--- src/rtl/coissue_pkg.sv ---
`timescale 1ns/1ps
// Shared types for the co-issue candidate filter.
// Assumes: verdict codes are internal only and never leave the block.
package coissue_pkg;
    typedef enum logic [2:0] {
        VD_IDLE,
        VD_PC,
        VD_DUP,
        VD_FU,
        VD_EMPTY,
        VD_NOSETS,
        VD_TAKE
    } verdict_e;
endpackage

--- src/rtl/lane_popcount.sv ---
`timescale 1ns/1ps
// Population count of a lane mask.
// Assumes: CW is wide enough to hold W.
module lane_popcount #(
    parameter int W  = 32,
    parameter int CW = $clog2(W + 1)
) (
    input  logic [W-1:0]  bits_i,
    output logic [CW-1:0] count_o
);
    // Sum the set bits one at a time.
    always_comb begin
        count_o = '0;
        for (int b = 0; b < W; b++) begin
            count_o = count_o + CW'(bits_i[b]);
        end
    end
endmodule

--- src/rtl/cand_qualify.sv ---
`timescale 1ns/1ps
// Per-candidate qualification: PC agreement, unit-class agreement,
// effective (trimmed) mask, active-lane count and sets needed.
// Assumes: the live PC and mask for this candidate's split arrive in the same cycle.
module cand_qualify #(
    parameter int WARP_SIZE = 32,
    parameter int PC_W      = 32,
    parameter int FU_W      = 2,
    parameter int SET_WIDTH = 8,
    parameter int CNTL_W    = $clog2(WARP_SIZE + 1),
    parameter int SETS_W    = 4
) (
    input  logic [PC_W-1:0]      pc_i,
    input  logic [PC_W-1:0]      live_pc_i,
    input  logic [WARP_SIZE-1:0] mask_i,
    input  logic [WARP_SIZE-1:0] live_mask_i,
    input  logic [FU_W-1:0]      fu_i,
    input  logic [FU_W-1:0]      cu_fu_i,
    output logic                 pc_ok_o,
    output logic                 fu_ok_o,
    output logic [WARP_SIZE-1:0] eff_mask_o,
    output logic [CNTL_W-1:0]    cnt_o,
    output logic [SETS_W-1:0]    sets_o
);
    // Compare the cached PC and unit class with the live ones.
    always_comb begin
        pc_ok_o    = (pc_i == live_pc_i);
        fu_ok_o    = (fu_i == cu_fu_i);
        eff_mask_o = mask_i & live_mask_i;
    end

    lane_popcount #(.W(WARP_SIZE), .CW(CNTL_W)) u_pop (
        .bits_i  (eff_mask_o),
        .count_o (cnt_o)
    );

    // Round the lane count up to whole lane sets.
    always_comb begin
        sets_o = SETS_W'((32'(cnt_o) + SET_WIDTH - 1) / SET_WIDTH);
    end
endmodule

--- src/rtl/sat_counter.sv ---
`timescale 1ns/1ps
// Saturating event counter with a multi-event increment.
// Assumes: INC_W <= CNT_W.
module sat_counter #(
    parameter int CNT_W = 16,
    parameter int INC_W = 3
) (
    input  logic             clk,
    input  logic             rst_n,
    input  logic             en_i,
    input  logic [INC_W-1:0] inc_i,
    output logic [CNT_W-1:0] val_o
);
    logic [CNT_W:0] sum;

    // Form the widened sum so that overflow is visible.
    always_comb begin
        sum = {1'b0, val_o} + (CNT_W + 1)'(inc_i);
    end

    // Add, clamping at all ones.
    always_ff @(posedge clk) begin
        if (!rst_n)       val_o <= '0;
        else if (en_i)    val_o <= sum[CNT_W] ? '1 : sum[CNT_W-1:0];
    end

    a_r10_sat_hold: assert property (@(posedge clk) disable iff (!rst_n)
        (val_o == '1) |=> (val_o == '1));
    a_r10_no_wrap: assert property (@(posedge clk) disable iff (!rst_n)
        1'b1 |=> (val_o >= $past(val_o)));
endmodule

--- src/rtl/coissue_filter.sv ---
`timescale 1ns/1ps
// Secondary co-issue candidate filter. It scans the candidates in index
// order and admits those that pass the PC, same-warp, unit-class,
// empty-mask and capacity checks. The admitted pool is registered.
// Assumes: the splits-table lookup is combinational and answers in the same cycle.
module coissue_filter
    import coissue_pkg::*;
#(
    parameter int WARP_SIZE = 32,
    parameter int NUM_CAND  = 4,
    parameter int WID_W     = 6,
    parameter int SID_W     = 4,
    parameter int PC_W      = 32,
    parameter int FU_W      = 2,
    parameter int SLOT_W    = 2,
    parameter int SET_WIDTH = 8,
    parameter int MAX_SETS  = 8,
    parameter int CNT_W     = 16,
    localparam int CNTL_W   = $clog2(WARP_SIZE + 1),
    localparam int CEIL_MAX = (WARP_SIZE + SET_WIDTH - 1) / SET_WIDTH,
    localparam int SETS_W   = $clog2(((CEIL_MAX > MAX_SETS) ? CEIL_MAX : MAX_SETS) + 1),
    localparam int INC_W    = $clog2(NUM_CAND + 1)
) (
    input  logic                          clk,
    input  logic                          rst_n,
    input  logic                          eval_i,
    input  logic [SETS_W-1:0]             avail_sets_i,
    input  logic [FU_W-1:0]               cu_fu_i,
    input  logic [NUM_CAND-1:0]           cand_vld_i,
    input  logic [NUM_CAND*WID_W-1:0]     cand_warp_i,
    input  logic [NUM_CAND*SID_W-1:0]     cand_split_i,
    input  logic [NUM_CAND*PC_W-1:0]      cand_pc_i,
    input  logic [NUM_CAND*WARP_SIZE-1:0] cand_mask_i,
    input  logic [NUM_CAND*FU_W-1:0]      cand_fu_i,
    input  logic [NUM_CAND*SLOT_W-1:0]    cand_slot_i,
    output logic [NUM_CAND*WID_W-1:0]     lkp_warp_o,
    output logic [NUM_CAND*SID_W-1:0]     lkp_split_o,
    input  logic [NUM_CAND*PC_W-1:0]      lkp_pc_i,
    input  logic [NUM_CAND*WARP_SIZE-1:0] lkp_mask_i,
    output logic [NUM_CAND-1:0]           pool_vld_o,
    output logic [NUM_CAND*WID_W-1:0]     pool_warp_o,
    output logic [NUM_CAND*SID_W-1:0]     pool_split_o,
    output logic [NUM_CAND*PC_W-1:0]      pool_pc_o,
    output logic [NUM_CAND*WARP_SIZE-1:0] pool_mask_o,
    output logic [NUM_CAND*SLOT_W-1:0]    pool_slot_o,
    output logic [NUM_CAND*CNTL_W-1:0]    pool_cnt_o,
    output logic [NUM_CAND*SETS_W-1:0]    pool_sets_o,
    output logic [CNT_W-1:0]              deny_nosets_o,
    output logic [CNT_W-1:0]              deny_fu_o
);
    logic [WID_W-1:0]     c_warp  [NUM_CAND];
    logic                 pc_ok   [NUM_CAND];
    logic                 fu_ok   [NUM_CAND];
    logic [WARP_SIZE-1:0] eff     [NUM_CAND];
    logic [CNTL_W-1:0]    cnt     [NUM_CAND];
    logic [SETS_W-1:0]    sets    [NUM_CAND];
    verdict_e             verdict [NUM_CAND];
    logic [NUM_CAND-1:0]  take;
    logic [SETS_W-1:0]    rem;
    logic [INC_W-1:0]     inc_nosets, inc_fu;

    logic [NUM_CAND-1:0]  pool_vld_q;
    logic [WARP_SIZE-1:0] pool_mask_q [NUM_CAND];
    logic [CNTL_W-1:0]    pool_cnt_q  [NUM_CAND];
    logic [SETS_W-1:0]    pool_sets_q [NUM_CAND];
    logic [WID_W-1:0]     pool_warp_q [NUM_CAND];
    logic [SID_W-1:0]     pool_split_q[NUM_CAND];
    logic [PC_W-1:0]      pool_pc_q   [NUM_CAND];
    logic [SLOT_W-1:0]    pool_slot_q [NUM_CAND];

    for (genvar g = 0; g < NUM_CAND; g++) begin : g_cand
        assign c_warp[g] = cand_warp_i[g*WID_W +: WID_W];
        assign lkp_warp_o[g*WID_W +: WID_W]   = cand_warp_i[g*WID_W +: WID_W];
        assign lkp_split_o[g*SID_W +: SID_W]  = cand_split_i[g*SID_W +: SID_W];

        cand_qualify #(
            .WARP_SIZE(WARP_SIZE), .PC_W(PC_W), .FU_W(FU_W),
            .SET_WIDTH(SET_WIDTH), .CNTL_W(CNTL_W), .SETS_W(SETS_W)
        ) u_qual (
            .pc_i        (cand_pc_i[g*PC_W +: PC_W]),
            .live_pc_i   (lkp_pc_i[g*PC_W +: PC_W]),
            .mask_i      (cand_mask_i[g*WARP_SIZE +: WARP_SIZE]),
            .live_mask_i (lkp_mask_i[g*WARP_SIZE +: WARP_SIZE]),
            .fu_i        (cand_fu_i[g*FU_W +: FU_W]),
            .cu_fu_i     (cu_fu_i),
            .pc_ok_o     (pc_ok[g]),
            .fu_ok_o     (fu_ok[g]),
            .eff_mask_o  (eff[g]),
            .cnt_o       (cnt[g]),
            .sets_o      (sets[g])
        );

        assign pool_warp_o[g*WID_W +: WID_W]         = pool_warp_q[g];
        assign pool_split_o[g*SID_W +: SID_W]        = pool_split_q[g];
        assign pool_pc_o[g*PC_W +: PC_W]             = pool_pc_q[g];
        assign pool_mask_o[g*WARP_SIZE +: WARP_SIZE] = pool_mask_q[g];
        assign pool_slot_o[g*SLOT_W +: SLOT_W]       = pool_slot_q[g];
        assign pool_cnt_o[g*CNTL_W +: CNTL_W]        = pool_cnt_q[g];
        assign pool_sets_o[g*SETS_W +: SETS_W]       = pool_sets_q[g];
    end
    assign pool_vld_o = pool_vld_q;

    // Ordered scan: assign each candidate a verdict and debit the remaining sets.
    always_comb begin
        logic dup;
        rem  = avail_sets_i;
        take = '0;
        for (int i = 0; i < NUM_CAND; i++) begin
            dup = 1'b0;
            for (int j = 0; j < i; j++) begin
                if (take[j] && (c_warp[j] == c_warp[i])) dup = 1'b1;
            end
            if (!cand_vld_i[i])        verdict[i] = VD_IDLE;
            else if (!pc_ok[i])        verdict[i] = VD_PC;
            else if (dup)              verdict[i] = VD_DUP;
            else if (!fu_ok[i])        verdict[i] = VD_FU;
            else if (cnt[i] == '0)     verdict[i] = VD_EMPTY;
            else if (sets[i] > rem)    verdict[i] = VD_NOSETS;
            else begin
                verdict[i] = VD_TAKE;
                take[i]    = 1'b1;
                rem        = rem - sets[i];
            end
        end
    end

    // Count this cycle's denials of each counted kind.
    always_comb begin
        inc_nosets = '0;
        inc_fu     = '0;
        for (int i = 0; i < NUM_CAND; i++) begin
            if (verdict[i] == VD_NOSETS) inc_nosets = inc_nosets + 1'b1;
            if (verdict[i] == VD_FU)     inc_fu     = inc_fu + 1'b1;
        end
    end

    // Pool valid bits: capture on evaluation, clear otherwise.
    always_ff @(posedge clk) begin
        if (!rst_n)      pool_vld_q <= '0;
        else if (eval_i) pool_vld_q <= take;
        else             pool_vld_q <= '0;
    end

    // Pool payload: capture on evaluation, hold otherwise.
    always_ff @(posedge clk) begin
        if (eval_i) begin
            for (int i = 0; i < NUM_CAND; i++) begin
                pool_mask_q[i]  <= eff[i];
                pool_cnt_q[i]   <= cnt[i];
                pool_sets_q[i]  <= sets[i];
                pool_warp_q[i]  <= c_warp[i];
                pool_split_q[i] <= cand_split_i[i*SID_W +: SID_W];
                pool_pc_q[i]    <= cand_pc_i[i*PC_W +: PC_W];
                pool_slot_q[i]  <= cand_slot_i[i*SLOT_W +: SLOT_W];
            end
        end
    end

    sat_counter #(.CNT_W(CNT_W), .INC_W(INC_W)) u_cnt_nosets (
        .clk(clk), .rst_n(rst_n), .en_i(eval_i), .inc_i(inc_nosets), .val_o(deny_nosets_o)
    );
    sat_counter #(.CNT_W(CNT_W), .INC_W(INC_W)) u_cnt_fu (
        .clk(clk), .rst_n(rst_n), .en_i(eval_i), .inc_i(inc_fu), .val_o(deny_fu_o)
    );

    // Total sets held by the registered pool, for the capacity check.
    logic [31:0] pool_sets_sum;
    always_comb begin
        pool_sets_sum = '0;
        for (int i = 0; i < NUM_CAND; i++) begin
            if (pool_vld_q[i]) pool_sets_sum = pool_sets_sum + 32'(pool_sets_q[i]);
        end
    end

    a_r8_capacity: assert property (@(posedge clk) disable iff (!rst_n)
        eval_i |=> (pool_sets_sum <= 32'($past(avail_sets_i))));
    a_r9_clear: assert property (@(posedge clk) disable iff (!rst_n)
        !eval_i |=> (pool_vld_q == '0));

    for (genvar a = 0; a < NUM_CAND; a++) begin : g_chk
        a_r3_nonempty: assert property (@(posedge clk) disable iff (!rst_n)
            pool_vld_q[a] |-> (pool_mask_q[a] != '0));
        a_r4_count: assert property (@(posedge clk) disable iff (!rst_n)
            pool_vld_q[a] |-> (32'(pool_cnt_q[a]) == $countones(pool_mask_q[a])));
        a_r4_ceil: assert property (@(posedge clk) disable iff (!rst_n)
            pool_vld_q[a] |-> ((32'(pool_sets_q[a]) * SET_WIDTH >= 32'(pool_cnt_q[a])) &&
                               (32'(pool_sets_q[a]) * SET_WIDTH <  32'(pool_cnt_q[a]) + SET_WIDTH)));
        for (genvar b = a + 1; b < NUM_CAND; b++) begin : g_pair
            a_r7_one_per_warp: assert property (@(posedge clk) disable iff (!rst_n)
                (pool_vld_q[a] && pool_vld_q[b]) |-> (pool_warp_q[a] != pool_warp_q[b]));
        end
    end
endmodule

--- config.mk ---
export PLATFORM = sky130hd
export DESIGN_NAME = coissue_filter
export DESIGN_NICKNAME = d
export VERILOG_FILES = /design/src/rtl/coissue_pkg.sv /design/src/rtl/lane_popcount.sv /design/src/rtl/cand_qualify.sv /design/src/rtl/sat_counter.sv /design/src/rtl/coissue_filter.sv
export SDC_FILE = /design/constraint.sdc
export NUM_CORES = 1
export LEC_CHECK = 0
export BUFFER_PORTS_ARGS = -buffer_cell sky130_fd_sc_hd__buf_4
export CELL_PAD_IN_SITES_DETAIL_PLACEMENT = 1
export CELL_PAD_IN_SITES_GLOBAL_PLACEMENT = 2
export CORE_AREA = 4 4 390 392
export CTS_BUF_LIST = sky130_fd_sc_hd__clkbuf_8
export DETAILED_ROUTE_END_ITERATION = 7
export DIE_AREA = 0 0 394 396
export PLACE_DENSITY_LB_ADDON = 0.08
export RECOVER_POWER = 100
export SKIP_CTS_REPAIR_TIMING = 1
export SYNTH_ARGS = -nofsm -noshare
export SYNTH_HDL_FRONTEND = slang
export SYNTH_SLANG_ARGS = --single-unit
--- constraint.sdc ---
create_clock -name clk -period 44.7 [get_ports clk]
set_input_delay 8.94 -clock clk [delete_from_list [all_inputs] [get_ports clk]]
set_output_delay 8.94 -clock clk [all_outputs]
set_load 0.02 [all_outputs]
==> results of run 1 <==
-- worst register-to-register path: stages, from the launching register on --
cell	delay [ns]
dfxtp_1	0.35
ha_1	0.17
inv_1	0.05
fa_1	0.39
inv_1	0.07
a21o_1	0.16
nor4b_1	0.78
nand2_1	0.51
a21oi_1	0.43
-- cell usage in the layout, fill, tap and decap left out, types with 7 or more instances in the layout --
cell / instances
a21o_1: 10
a21oi_1: 48
and2_0: 74
and3_1: 9
buf_4: 345
clkbuf_1: 586
clkbuf_4: 74
clkbuf_8: 94
clkinv_1: 17
conb_1: 8
dfxtp_1: 36
diode_2: 9
edfxtp_1: 344
fa_1: 101
ha_1: 55
inv_1: 192
nand2_1: 78
nand3_1: 26
nand4_1: 20
nor2_1: 29
nor2b_1: 14
nor3_1: 20
nor4_1: 24
o21ai_0: 18
or3_1: 7
xnor2_1: 111
xor2_1: 114
-- final timing paths --
| kind | start | end |
|---|---|---|
| hold reg to reg | u_cnt_nosets.val_o[8] | u_cnt_nosets.val_o[8] |
| hold / removal | u_cnt_nosets.val_o[8] | u_cnt_nosets.val_o[8] |
| setup / recovery | cand_mask_i[3] | u_cnt_nosets.val_o[7] |
| setup reg to reg | u_cnt_fu.val_o[0] | u_cnt_fu.val_o[10] |
-- registers in the layout, summed over array words and instances (netlist names) --
register and flops:
pool_vld_o 4, u_cnt_fu.val_o 16, pool_sets_q 16, u_cnt_nosets.val_o 16, pool_pc_q 128, pool_mask_q 128
pool_cnt_q 24, pool_slot_q 8, pool_warp_q 24, pool_split_q 16
-- area by class of cell --
class	instances	area, µm²
clock inverter	62	303
clock buffer	94	1290
fill	17300	121000
antenna	9	22.5
sequential	380	11100
timing repair buffer	1005	5350
tap	1944	2430
multi-input combinational	833	7310
inverter	157	589
-- synthesized netlist by cell type, types with 2 or more instances --
library cell,n
nand4_1,20
or3_1,6
and3_1,9
a21oi_1,48
and2_1,75
mux2i_1,6
o21ai_0,17
xor2_1,114
conb_1,2
o211ai_1,2
ha_1,55
nor2_1,29
nor3_1,20
o2111ai_1,2
nor4_1,25
clkbuf_1,6
dfxtp_1,36
inv_1,156
a21o_1,10
nor4b_1,3
a31oi_1,2
buf_4,40
nor3b_1,4
nand3_1,26
o22ai_1,2
nand4b_1,2
o31ai_1,2
fa_1,101
or2_2,2
nor2b_1,14
o211a_1,2
o31a_1,2
nand2b_1,4
xnor2_1,111
mux2_2,7
edfxtp_1,344
nor4b_4,2
nand2_1,78
-- through the flow --
stage / std cells / area, µm² / power, mW / worst slack [ns]
after global routing: 4483 / 28300 / 1.71 / 20.58
after detailed placement: 4319 / 29000 / 1.25 / 21.63
after floorplan: 1419 / 19300 / 0.925 / 23.48
after CTS: 4475 / 30600 / 1.66 / 22.45
final: 4484 / 28300 / 1.55 / 21.74
after global placement: 4319 / 29000 / 1.24 / 21.88
-- power by group through the flow --
stage | combinational, mW | clock (mW) | sequential, mW
global placement | 0.767 | 0 | 0.476
detailed placement | 0.771 | 0 | 0.477
global route | 0.800 | 0.432 | 0.475
finish | 0.694 | 0.388 | 0.470
floorplan | 0.400 | 0 | 0.525
CTS | 0.776 | 0.418 | 0.470
-- kinds of logic after synthesis --
logic type                 Yosys count  share of synthesized area
xor gates and xnor gates           225                      0.102
buffers and inverters              206                     0.0484
other                                2                   0.000390
and+or+nand+nor                    325                     0.0920
muxes                               14                    0.00799
AOI/OAI and AO/OA                  105                     0.0345
DFF                                380                      0.574
adders and majority gates          156                      0.141
-- routing by layer --
metal | GRT usage | part of all wire | wire, µm
met5 | 0 | 0.00099 | 104
met4 | 0.0353 | 0.027 | 2820
met3 | 0.0497 | 0.075 | 7910
met2 | 0.246 | 0.54 | 56800
met1 | 0.134 | 0.36 | 37900
==> results.tsv, run 1 <==
stage	metric	value	unit
outcome	outcome	finished with violations	
outcome	failing checks	capacitance limit, slew limit	
global_route	initial antenna violation count	24	
timing	slew of the pin with the lowest slew margin	5.44	ns
place	Port Buffers	1000	
power	sequential share of power	0.303	
layout	Net count, final	3205	
global_route	first-pass GRT wire length	142000	µm
setup_path	Worst Setup Start Kind	primary input	
yosys	Synth Flop Type	edfxtp_1	
layout	final core utilization	0.190	
route	1st-iter DRT viols	521	
route	routed wire length	106000	µm
yosys	top-area cell type share of the netlist area	0.536	
yosys	synthesized flop and latch total	380	
floorplanning	number of top-level pins	1001	
timing	Max Fclk	0.0436	GHz
yosys	Synth Instances	1413	
global_route	grt ovf	0	
setup_path	Register-to-Register Path Depth	8	
min_path	Min-Delay Path Depth	1	
setup_path	R2R setup slack	41.68	ns
setup_path	delay-heaviest family, CP	adder cells	
clocking	CTS sink cnt	380	
yosys	Synth cell types	65	
power	pwr/cell area	54.7	nW/µm²
timing	Post-Route Skew	0.00976	ns
yosys	cell area after technology mapping	19300	µm²
route	Vias	15200	
route	DRC	0	
setup_path	WP data required	45.35	ns
global_route	vias in the first global route	17000	
yosys	EDFF count, synth	344	
power	leak pwr	11.2	nW
clocking	maximum clock path buffer count	3	
timing	RSZ-0062 raised after global routing	no	
clocking	# H-tree levels	3	
yosys	mean post-synth cell area	13.6	µm²
power	Net Sw Frac	0.410	
setup_path	Worst Path Arrival	23.60	ns
power	combinational group share of total power	0.447	
timing	Max-slew headroom	-2.63	
setup_path	slowest stage delay, CP	1.26	ns
layout	Area growth, synth to finish	47.2	%
route	drt first pass iters	4	
setup_path	worst-path fanout max	11	
floorplanning	die area	156000	µm²
yosys	register area share after synthesis	0.574	
floorplanning	Core Rows	142	
yosys	dominant cells by area after synthesis	edfxtp_1, fa_1, xor2_1	
yosys	Syn. warnings	0	
setup_path	Worst path depth	53	
timing	crit path time final	22.96	ns
clocking	clk_lat worst skew	0.75	ns
timing	worst hold slack	0.529	ns
layout	share of layout cells above drive strength 1	0.214	
timing	Max Slew Vio Count	387	
power	NetSw	0.636	mW
yosys	cell taking the most area after synthesis	edfxtp_1	
clocking	Reg clk slew, reported paths	0.05	ns
floorplanning	height of the die	396	µm
setup_path	crit end category	flop	
floorplanning	Core ar.	149000	µm²
clocking	Root Buffer	clkbuf_8	
power	clock share of power	0.250	
setup_path	CP Buf/Inv Count	6	
setup_path	slowest cell on the critical path	a221oi_1	
timing	Fin. Hold Viols	0	
clocking	CTS tree	built	
global_route	pin count of the biggest net entering global routing	88	
route	Via-to-Cell Ratio	3.40	
power	Worst VDD drop	25.4	µV
place	hpwl dp	89600	µm
floorplanning	Die Width	394	µm
timing	crit share post-route	0.514	
floorplanning	Starting Density	0.129	
power	Int Pwr	0.916	mW
timing	Post-Route Setup TNS	0	ns
route	drt wl/cell	23.5	µm
setup_path	Crit path top cell by count	fa_1	
global_route	Overall Global Routing Usage	0.130	
setup_path	crit path kind	in2reg	
clocking	CTS Buf Count	91	
yosys	share of flip-flops with an asynchronous set or reset	0	
run	Max Cap Viol	5	
route	Antenna Violating Nets Remaining	0	
min_path	worst min path class	reg2reg	
place	Final Wtd Congestion	0.804	
timing	# setup viols final	0	
Power figures use the tool's default switching activity.
==> inputs of run 2 (changes only) <==
--- a/config.mk
+++ b/config.mk
@@ -5,13 +5,14 @@
 export SDC_FILE = /design/constraint.sdc
 export NUM_CORES = 1
 export LEC_CHECK = 0
+export ABC_AREA = 1
 export BUFFER_PORTS_ARGS = -buffer_cell sky130_fd_sc_hd__buf_4
 export CELL_PAD_IN_SITES_DETAIL_PLACEMENT = 1
 export CELL_PAD_IN_SITES_GLOBAL_PLACEMENT = 2
-export CORE_AREA = 4 4 390 392
+export CORE_AREA = 4 4 391 393
 export CTS_BUF_LIST = sky130_fd_sc_hd__clkbuf_8
 export DETAILED_ROUTE_END_ITERATION = 7
-export DIE_AREA = 0 0 394 396
+export DIE_AREA = 0 0 395 397
 export PLACE_DENSITY_LB_ADDON = 0.08
 export RECOVER_POWER = 100
 export SKIP_CTS_REPAIR_TIMING = 1
==> constraint.sdc (replaced) <==
create_clock -name clk -period 23 [get_ports clk]
set_input_delay 4.6 -clock clk [delete_from_list [all_inputs] [get_ports clk]]
set_output_delay 4.6 -clock clk [all_outputs]
set_load 0.02 [all_outputs]
==> results.tsv, run 2 <==
stage	metric	value	unit
setup_path	CP Buf/Inv Count	15	
setup_path	crit path kind	in2reg	
route	DRC	0	
power	pwr/cell area	100	nW/µm²
yosys	mean post-synth cell area	10.8	µm²
yosys	register area share after synthesis	0.539	
layout	most frequent cells in the layout	clkbuf_1, inv_1, edfxtp_1	
route	Vias	17300	
route	Via-to-Cell Ratio	3.42	
global_route	Overall Global Routing Usage	0.126	
clocking	maximum clock path buffer count	3	
run	Max Cap Viol	7	
place	dpl cells	4877	
setup_path	slowest stage delay, CP	0.54	ns
timing	Max Fclk	0.0573	GHz
yosys	Synth cell types	55	
floorplanning	die area	157000	µm²
timing	slew of the pin with the lowest slew margin	3.68	ns
setup_path	worst-path fanout max	7	
route	drt wl/cell	20.3	µm
setup_path	Register-to-Register Path Depth	14	
yosys	cell area after technology mapping	20500	µm²
route	1st-iter DRT viols	499	
setup_path	Worst Setup Start Kind	primary input	
layout	Net count, final	3685	
outcome	failing checks	capacitance limit, slew limit	
place	Final Wtd Congestion	0.828	
min_path	Min-Delay Path Depth	2	
timing	Fin. Hold Viols	0	
yosys	share of flip-flops with an asynchronous set or reset	0	
layout	non-filler cells, final	5037	
timing	Max-slew headroom	-1.45	
timing	crit path time final	17.44	ns
global_route	grt ovf	0	
setup_path	Worst Path Arrival	18.08	ns
route	drt first pass iters	4	
timing	crit share post-route	0.758	
setup_path	slowest cell on the critical path	fa_1	
floorplanning	Die Width	395	µm
global_route	first-pass GRT wire length	142000	µm
clocking	CTS sink cnt	380	
global_route	pin count of the biggest net entering global routing	64	
route	routed wire length	102000	µm
power	Worst VDD drop	45.1	µV
power	Pwr Total	2.97	mW
clocking	CTS Buf Count	85	
yosys	Synth Instances	1892	
clocking	CTS tree	built	
clocking	# H-tree levels	3	
outcome	outcome	finished with violations	
timing	Max Slew Vio Count	371	
yosys	EDFF count, synth	344	
global_route	initial antenna violation count	17	
clocking	clk_lat worst skew	0.73	ns
min_path	Hold EP	u_cnt_fu.val_o[9]	
setup_path	worst r2r src	u_cnt_fu.val_o[0]	
min_path	worst min path class	reg2reg	
layout	share of layout cells above drive strength 1	0.192	
floorplanning	Core ar.	149000	µm²
place	Port Buffers	1000	
layout	Area growth, synth to finish	44.1	%
floorplanning	Starting Density	0.137	
timing	Post-Route Skew	0.0437	ns
setup_path	Worst R2R End	u_cnt_fu.val_o[14]	
setup_path	crit end category	flop	
yosys	top-count cell post-synth	inv_1	
timing	final worst slack	5.56	ns
timing	RSZ-0062 raised after global routing	no	
yosys	cell taking the most area after synthesis	edfxtp_1	
min_path	hold path startpoint	u_cnt_fu.val_o[9]	
clocking	Reg clk slew, reported paths	0.05	ns
floorplanning	height of the die	397	µm
floorplanning	Core Rows	142	
setup_path	delay-heaviest family, CP	adder cells	
yosys	Synth Flop Type	edfxtp_1	
clocking	Root Buffer	clkbuf_8	
yosys	dominant cells by area after synthesis	edfxtp_1, fa_1, inv_1	
layout	commonest non-fill, non-tap cell in the layout	clkbuf_1	
timing	Post-Route Setup TNS	0	ns
yosys	synthesized flop and latch total	380	
global_route	vias in the first global route	19800	
setup_path	WP data required	23.64	ns
yosys	Syn. warnings	0	
place	hpwl dp	87800	µm
power	leak pwr	12.8	nW
layout	Largest regs	pool_mask_q (128), pool_pc_q (128)	
route	Antenna Violating Nets Remaining	0	
setup_path	R2R setup slack	20.24	ns
yosys	synth cell count leaders	inv_1, edfxtp_1, nand2_1	
timing	# setup viols final	0	
place	pre-CTS setup slack	5.22	ns
yosys	top-area cell type share of the netlist area	0.503	
floorplanning	number of top-level pins	1001	
## run 2: worst max path at each step
stage / cells after the start / endpoint / start / slack (ns)
after floorplan: 69 / u_cnt_fu.val_o[14] / cand_mask_i[0] / 6.94
after global placement: 70 / u_cnt_fu.val_o[14] / cand_mask_i[0] / 5.47
after detailed placement: 70 / u_cnt_fu.val_o[14] / cand_mask_i[0] / 5.22
after CTS: 70 / u_cnt_fu.val_o[14] / cand_mask_i[0] / 6.09
after global routing: 72 / u_cnt_fu.val_o[14] / cand_mask_i[0] / 4.24
final: 72 / u_cnt_fu.val_o[14] / cand_mask_i[0] / 5.56
## run 2: logic make-up (layout without fill, tap and decap cells)
kind of cell               after synthesis  after routing  share of synthesized area
and+or+nand+nor                        668            668                      0.152
buffers and inverters                  447           1560                     0.0891
DFF                                    380            380                      0.539
adders and majority gates              157            157                      0.133
xor gates and xnor gates               132            132                     0.0563
AOI/OAI and AO/OA                      102            102                     0.0289
muxes                                    4              4                    0.00195
other                                    2             18                   0.000366
## run 2: metrics by stage
step,utilization,cell area (µm²),hold slack [ns]
floorplan,-,20500,0.576
global route,0.198,29500,0.571
finish,0.198,29600,0.522
detailed placement,0.203,30300,0.521
global placement,0.203,30300,0.512
CTS,0.213,31900,0.532
## run 2: power by group
group,total [mW],internal [mW],switching [mW]
registers,0.908,0.886,0.0220
clock network,0.738,0.381,0.357
logic,1.32,0.445,0.879
## run 2: worst min-delay path: stages (launching register included)
cell and delay (ns):
dfxtp_1 0.33, nand2_1 0.07, a31oi_1 0.06
## run 2: area by class of cell
cell class,count,area (µm²)
Clock inverter,61,345
Inverter,401,1510
Fill cell,17500,120000
Timing Repair Buffer,1009,5300
Antenna cell,10,25.0
Clock buffer,89,1220
Sequential cell,380,11100
Tap cell,2016,2520
Multi-Input combinational cell,1071,7590
## run 2: metal layers
metal | part of all wire | global-route usage | up-vias
met5 | 0.00074 | 0 | -
met4 | 0.023 | 0.0285 | 12
met3 | 0.087 | 0.0549 | 146
met2 | 0.53 | 0.238 | 645
met1 | 0.36 | 0.126 | 8252
li1 | - | - | 8196
